$ cat config.mk
export PLATFORM = sky130hd
export DESIGN_NAME = stamp_counter
export DESIGN_NICKNAME = d
export VERILOG_FILES = /design/src/rtl/stamp_counter.sv
export SDC_FILE = /design/constraint.sdc
export NUM_CORES = 1
export LEC_CHECK = 0
export BUFFER_PORTS_ARGS = -buffer_cell sky130_fd_sc_hd__buf_2
export CAP_MARGIN = 10
export CORE_UTILIZATION = 44
export CTS_BUF_LIST = sky130_fd_sc_hd__clkbuf_4 sky130_fd_sc_hd__clkbuf_8 sky130_fd_sc_hd__clkbuf_16
export CTS_CLUSTER_SIZE = 14
export DETAILED_ROUTE_END_ITERATION = 10
export GPL_TIMING_DRIVEN = 0
export MAX_ROUTING_LAYER = met4
export PLACE_DENSITY = 0.69
export SYNTH_ARGS = -nofsm -noshare
export SYNTH_HDL_FRONTEND = slang
export SYNTH_SLANG_ARGS = --single-unit
$ cat constraint.sdc
create_clock -name clk -period 4.6 [get_ports clk]
set_input_delay 0.46 -clock clk [delete_from_list [all_inputs] [get_ports clk]]
set_output_delay 0.46 -clock clk [all_outputs]
set_load 0.01 [all_outputs]
$ cat src/rtl/stamp_counter.sv
module stamp_counter #(
  parameter int ADDR_W      = 4,
  parameter int COMP_W      = 23,
  parameter int SYNC_STAGES = 2
) (
  input  logic              clk,
  input  logic              rst_n,
  input  logic              wr_en,
  input  logic              rd_en,
  input  logic [ADDR_W-1:0] addr,
  input  logic [31:0]       wdata,
  output logic [31:0]       rdata,
  input  logic              latch_in,
  output logic              cmp_event
);
  localparam logic [ADDR_W-1:0] A_CFG = 0, A_STAT = 1, A_COMP = 2, A_CLO = 3, A_CHI = 4,
    A_CCFG = 5, A_CSTAT = 6, A_KLO = 7, A_KHI = 8, A_LCTL = 9, A_LLO = 10, A_LHI = 11;

  logic                   run_q, ovf_q, cflag_q, cmp_en_q, rst_en_q, lat_en_q, lat_v_q, prev_q;
  logic [3:0]             dinc_q, cinc_q;
  logic [COMP_W-1:0]      comp_q;
  logic [63:0]            cnt_q, cmp_q, lat_q;
  logic [31:0]            hi_snap_q;
  logic [SYNC_STAGES-1:0] sync_q;

  wire [3:0]  step     = (comp_q != '0) ? cinc_q : dinc_q;
  wire [63:0] cnt_inc  = cnt_q + 64'(step);
  wire        lo_carry = ({1'b0, cnt_q[31:0]} + 33'(step)) > 33'hFFFF_FFFF;
  wire        hit      = cmp_en_q && (cnt_q == cmp_q);
  wire        zap      = hit && rst_en_q;
  wire        edge_det = sync_q[SYNC_STAGES-1] & ~prev_q;
  wire        capture  = edge_det && lat_en_q;

  wire w_cfg   = wr_en && addr == A_CFG;
  wire w_stat  = wr_en && addr == A_STAT;
  wire w_comp  = wr_en && addr == A_COMP;
  wire w_clo   = wr_en && addr == A_CLO;
  wire w_chi   = wr_en && addr == A_CHI;
  wire w_ccfg  = wr_en && addr == A_CCFG;
  wire w_cstat = wr_en && addr == A_CSTAT;
  wire w_klo   = wr_en && addr == A_KLO;
  wire w_khi   = wr_en && addr == A_KHI;
  wire w_lctl  = wr_en && addr == A_LCTL;

  always_ff @(posedge clk or negedge rst_n) begin
    if (!rst_n) begin
      run_q <= 1'b0; dinc_q <= 4'd1; cinc_q <= '0; comp_q <= '0;
      cnt_q <= '0; cmp_q <= '0; lat_q <= '0; hi_snap_q <= '0;
      ovf_q <= 1'b0; cflag_q <= 1'b0; cmp_en_q <= 1'b0; rst_en_q <= 1'b0;
      lat_en_q <= 1'b0; lat_v_q <= 1'b0; sync_q <= '0; prev_q <= 1'b0;
      cmp_event <= 1'b0;
    end else begin
      if (w_cfg) {cinc_q, dinc_q, run_q} <= {wdata[11:8], wdata[7:4], wdata[0]};

      if (w_comp) comp_q <= wdata[COMP_W-1:0];
      else if (run_q && comp_q != '0) comp_q <= comp_q - 1'b1;

      if (w_clo || w_chi) begin
        if (w_clo) cnt_q[31:0]  <= wdata;
        if (w_chi) cnt_q[63:32] <= wdata;
      end else if (zap) cnt_q <= '0;
      else if (run_q) cnt_q <= cnt_inc;

      if (run_q && !zap && !w_clo && !w_chi && lo_carry) ovf_q <= 1'b1;
      else if (w_stat && wdata[0]) ovf_q <= 1'b0;

      cmp_event <= hit;
      if (hit) cflag_q <= 1'b1;
      else if (w_cstat && wdata[0]) cflag_q <= 1'b0;

      if (w_ccfg) {rst_en_q, cmp_en_q} <= wdata[1:0];
      if (w_klo) cmp_q[31:0]  <= wdata;
      if (w_khi) cmp_q[63:32] <= wdata;

      sync_q <= {sync_q[SYNC_STAGES-2:0], latch_in};
      prev_q <= sync_q[SYNC_STAGES-1];
      if (w_lctl) lat_en_q <= wdata[0];
      if (capture) begin
        lat_q   <= cnt_q;
        lat_v_q <= 1'b1;
      end else if (rd_en && addr == A_LLO) lat_v_q <= 1'b0;

      if (rd_en && addr == A_CLO) hi_snap_q <= cnt_q[63:32];
    end
  end

  always_comb begin
    case (addr)
      A_CFG:   rdata = {20'd0, cinc_q, dinc_q, 3'd0, run_q};
      A_STAT:  rdata = {30'd0, lat_v_q, ovf_q};
      A_COMP:  rdata = 32'(comp_q);
      A_CLO:   rdata = cnt_q[31:0];
      A_CHI:   rdata = hi_snap_q;
      A_CCFG:  rdata = {30'd0, rst_en_q, cmp_en_q};
      A_CSTAT: rdata = {31'd0, cflag_q};
      A_KLO:   rdata = cmp_q[31:0];
      A_KHI:   rdata = cmp_q[63:32];
      A_LCTL:  rdata = {31'd0, lat_en_q};
      A_LLO:   rdata = lat_q[31:0];
      A_LHI:   rdata = lat_q[63:32];
      default: rdata = '0;
    endcase
  end
endmodule


# Word level (Yosys, flattened, before mapping)
# Index checks and enable logic that the tools add are counted.
# W data, S select, Z words.
# totals
ff_bits	266
input_bits	41
out_inout_bits	33
elab_cells	89
# classes
n_addsub	3
n_lt_le_gt_ge	1
eq_ne	14
mux	15
n_bitwise	2
reduce_logical	35
# ops
operator	count
$pmux W32 S12	1
$mux W64	3
$add A64 B4 Y64	1
$eq A64 B64 Y1	1
$mux W32	2
$mux W23	2
$add A32 B4 Y33	1
$gt A33 B32 Y1 const B	1
$reduce_bool A23 Y1	1
$sub A23 B1 Y23 const B	1
$logic_and A1 B1 Y1	22
$eq A4 B3 Y1 const B	4
$eq A4 B4 Y1 const B	4
$eq A4 B2 Y1 const B	2
$reduce_bool A2 Y1	4
$mux W1	6
$eq A4 B1 Y1 const B	1
$logic_not A4 Y1	1
$mux W4	1
$ne A2 B2 Y1 const B	2
$reduce_and A2 Y1	2
$logic_not A1 Y1	3
$reduce_bool A3 Y1	1
$and A1 B1 Y1	1
other kinds (2)	2

# Logic depth before layout (Yosys ltp)
# depth
word_depth	9
depth_mapped	16
mapped_depth_nobuf	14

# Worst setup path before layout
# No wires, ideal clock.
# synth_timing
path_type	flip-flop to flip-flop
startpoint	register comp_q[14]
endpoint	register cnt_q[52]
setup_time_ns	0.131
arrival_time_ns	3.667
t_required_ns	4.469
path_slack_ns	0.802
stages_incl_launch_ff	13
path_buffers	0
period_less_slack_ns	3.798
cell_sequence	dfrtp_1 or4_1 nor4_1 nand4b_1 mux2_2 ha_1 nand3_1 a21oi_1 nand4_2 or4_1 or2_0 a31oi_1 o211ai_1
# synth_via
elab_chain_cells	6
# synth_lines
element	line	source
from (decl)	21	logic [COMP_W-1:0] comp_q;
from (signal assigned)	55	if (w_comp) comp_q <= wdata[COMP_W-1:0];
from (signal assigned)	56	else if (run_q && comp_q != '0) comp_q <= comp_q - 1'b1;
$reduce_bool A23 Y1	26	wire [3:0] step = (comp_q != '0) ? cinc_q : dinc_q;
$mux W4	26	
$add A64 B4 Y64	27	wire [63:0] cnt_inc = cnt_q + 64'(step);
$mux W64	62	else if (run_q) cnt_q <= cnt_inc;
$mux W64	61	end else if (zap) cnt_q <= '0;
$mux W64	58	if (w_clo || w_chi) begin
to (signal assigned)	60	if (w_chi) cnt_q[63:32] <= wdata;
to (signal assigned)	62	
to (decl)	22	logic [63:0] cnt_q, cmp_q, lat_q;
# Every way passes these cells. The select of a mux whose other input is x is not followed.
# A chain may end at the register's enable or synchronous reset.

# Worst setup path in the final report
# layout_timing
startpoint	register comp_q[14]
endpoint	register cnt_q[60]
# Same word-level chain as after synthesis.

==> flow_metrics.env <==
export IMPL_status="completed"
export IMPL_synth_largest_area_cell="dfrtp_1"
export IMPL_io_pins=74
export IMPL_htreeDepth=1
export IMPL_leakagePower_uw=0.006929
export IMPL_r2r_start="comp_q[14]$_DFFE_PN0P_"
export IMPL_yosys_area_share_xor_xnor=0.03954
export IMPL_post_drt_wl_per_cell_um=31.41
export IMPL_grt_overflow=0
export IMPL_cts_tree="built"
export IMPL_finalCritPeriodShare=0.9979
export IMPL_slew_headroom=0.1349
export IMPL_switchingPower_uw=3199
export IMPL_die_width_um=185.6
export IMPL_grt_util_all_layers=0.3955
export IMPL_synth_top_family_by_area="simple AND/OR/NAND/NOR gates"
export IMPL_drc=0
export IMPL_crit_required_ns=5.02
export IMPL_clkTransAtPathRegs_ns=0.06
export IMPL_r2r_worst_path_cells=14
export IMPL_synth_seq_area_share=0.4487
export IMPL_syn_nets=1567
export IMPL_cts_sinks=266
export IMPL_drt_vias_per_instance=6.797
export IMPL_io_buffers=69
export IMPL_layout_area_seq_um2=6658
export IMPL_holdPathEnd="cnt_q[26]$_DFFE_PN0P_"
export IMPL_ant_nets=0
export IMPL_yosysWarnings=0
export IMPL_nets=1676
export IMPL_vdd_ir_drop_max_v=0.0003086
export IMPL_setup_ws_ns=0.009514
export IMPL_grt_pass1_vias=13620
export IMPL_cap_violations=0
export IMPL_pwr_share_clk=0.291
export IMPL_drt_initial_drc_count=2047
export IMPL_nFillCells=3090
export IMPL_syn_to_final_growth_pct=14.14
export IMPL_critPathKind="reg -> reg"
export IMPL_synthAdderAreaFrac=0.007251
export IMPL_min_path_cells=3
export IMPL_p_seq_frac=0.423
export IMPL_total_power_uw=8544
export IMPL_wirelength_mm=65.81
export IMPL_die_y_um=185.6
export IMPL_antenna_found_initial=5
export IMPL_numCtsBuffers=31
export IMPL_power_internal_uw=5345
export IMPL_syn_inst=1518
export IMPL_drive_gt1_frac=0.1976
export IMPL_synthFlopType="dfrtp_1"
export IMPL_place_ws_ns=-0.3996
export IMPL_power_density_nw_per_um2=504.5
export IMPL_drt_pass1_iter_count=8
export IMPL_rows=66
export IMPL_tightestPinTransition_ns=1.289
export IMPL_finalClockSkew_ns=0.03347
export IMPL_root_buffer="clkbuf_16"
export IMPL_coreArea_um2=32870
export IMPL_grt_max_degree=116
export IMPL_r2r_slack_ns=0.01
export IMPL_vias=14240
export IMPL_synth_area_leaders="dfrtp_1, mux2_2, a22oi_1"
export IMPL_synth_edff_count=0
export IMPL_critPathMaxFanout=6
export IMPL_swShare=0.3744
export IMPL_regToRegEndpoint="cnt_q[60]$_DFFE_PN0P_"
export IMPL_drv_slew=0
export IMPL_hold_start="wdata[26]"
export IMPL_hold_class="in -> reg"
export IMPL_pwr_share_comb=0.286
export IMPL_mostFrequentLayoutCells="dfrtp_1, mux2_2, nand2_1, buf_2, a22oi_1"
export IMPL_fmax_mhz=217.8
export IMPL_setup_viol=0
export IMPL_netlist_area_um2=14840
export IMPL_cp_start_kind="flop"
export IMPL_fin_crit_ns=4.590
export IMPL_async_flop_share=1.000
export IMPL_yosys_area_top_type_share=0.4469
export IMPL_grt_pass1_wl_mm=93.59
export IMPL_cp_data_arrival_time_ns=5.01
export IMPL_gp_congestion=1.038
export IMPL_initial_core_util=0.4515
export IMPL_clock_latency_ns=0.59
export IMPL_dp_hpwl_mm=47.97
export IMPL_endpoint_kind="flop"
export IMPL_rsz0062_at_grt="no"
export IMPL_synth_cell_type_count=78
export IMPL_synthSimpleGateAreaFrac=0.1764
export IMPL_multi_input_area_um2=7622
export IMPL_finalHoldViolCount=0
export IMPL_die_area_um2=34460
export IMPL_synth_seq_cells=266
export IMPL_syn_area_per_cell_um2=9.776
export IMPL_synthMuxAreaShare=0.1116
export IMPL_synth_compound_area_frac=0.1752
export IMPL_layout_commonest_cell="dfrtp_1"
export IMPL_clk_path_buf_depth=3
power groups by stage:
stage	clock network (µW)	logic, µW	registers (µW)
floorplan	0	1520	3370
global placement	0	2280	3590
detailed placement	0	2330	3610
CTS	2490	2350	3570
global route	2580	2580	3670
finish	2490	2440	3610
cell families after synthesis:
| kind of cell | Yosys count |
|---|---|
| buffers and inverters | 152 |
| AND/OR/NAND/NOR | 502 |
| XOR/XNOR | 67 |
| flip-flops | 266 |
| AO/OA/AOI/OAI | 375 |
| multiplexers | 148 |
| adder cells (fa/ha/maj) | 8 |
worst max-delay path by stage:
stage,endpoint,slack (ns),start
finish,cnt_q[60]$_DFFE_PN0P_,0.01,comp_q[14]$_DFFE_PN0P_
global route,cnt_q[60]$_DFFE_PN0P_,0.01,comp_q[14]$_DFFE_PN0P_
CTS,cnt_q[42]$_DFFE_PN0P_,0.06,comp_q[14]$_DFFE_PN0P_
detailed placement,cnt_q[42]$_DFFE_PN0P_,-0.40,comp_q[14]$_DFFE_PN0P_
global placement,cnt_q[11]$_DFFE_PN0P_,-1.98,rst_n
floorplan,cnt_q[52]$_DFFE_PN0P_,0.80,comp_q[14]$_DFFE_PN0P_
timing repair:
item	CTS	global route
hold buffers	2	0
setup endpoints to repair	17	7
gates resized for setup	3	10
hold endpoints to repair	72	0
pin swaps	1	1
buffers inserted	1	1
Yosys cell counts, drive strengths merged (24+ instances only):
cell type  count
xor2          47
buf           38
nor4          31
nor3          37
clkbuf        80
nand3         81
nor2b         24
nor2          75
o21ai         78
mux2         140
a22oi         93
a21oi         60
dfrtp        265
nand2        138
inv           34
nand4         33
registers in the layout, summed over array words and instances (netlist names):
signal / cells
cmp_q: 64
run_q: 1
cinc_q: 4
sync_q: 2
rst_en_q: 1
cmp_event: 1
lat_en_q: 1
comp_q: 23
prev_q: 1
cmp_en_q: 1
lat_q: 64
ovf_q: 1
lat_v_q: 1
hi_snap_q: 32
cflag_q: 1
cnt_q: 64
dinc_q: 4
final cells by class:
cell class | instances | share of cell area
Clock buffer | 45 | 0.05533
Tap cell | 442 | 0.03265
Inverter | 34 | 0.007535
Sequential cell | 266 | 0.3931
Multi-Input combinational cell | 1100 | 0.4500
Timing Repair Buffer | 76 | 0.02674
Antenna cell | 3 | 0.0004432
Clock inverter | 11 | 0.005171
Buffer | 118 | 0.02903
critical path, stage by stage, from the launching register on:
cell      delay (ns)
dfrtp_1         0.48
or4_1           0.60
nor4_1          0.33
nand4b_1        0.14
buf_4           0.20
mux2_2          0.23
ha_1            0.18
fa_1            0.24
nand3_2         0.17
a21oi_4         0.34
nand4_4         0.22
nor4_1          0.73
nand3_1         0.20
mux2i_1         0.20
o221ai_1        0.15
metal layers:
layer	global-route usage	vias to the layer above	part of all wire
li1	-	5886	-
met1	0.4996	7019	0.38
met2	0.5744	1103	0.43
met3	0.1037	231	0.13
met4	0.2220	0	0.063
met5	-	-	0
per-stage QoR:
stage                     cells    util  hold WS, ns  area (µm²)  setup TNS, ns
after global routing       2094  0.5153       0.2218       16940              0
after detailed placement   2032  0.4810       0.3363       15810         -3.476
final                      2095  0.5153       0.2075       16940              0
after floorplan            1518       -       0.1644       14840              0
after CTS                  2091  0.5134       0.1964       16870              0
after global placement     2029  0.4788       0.3471       15740        -518.46
(Power assumes the default switching activity.)
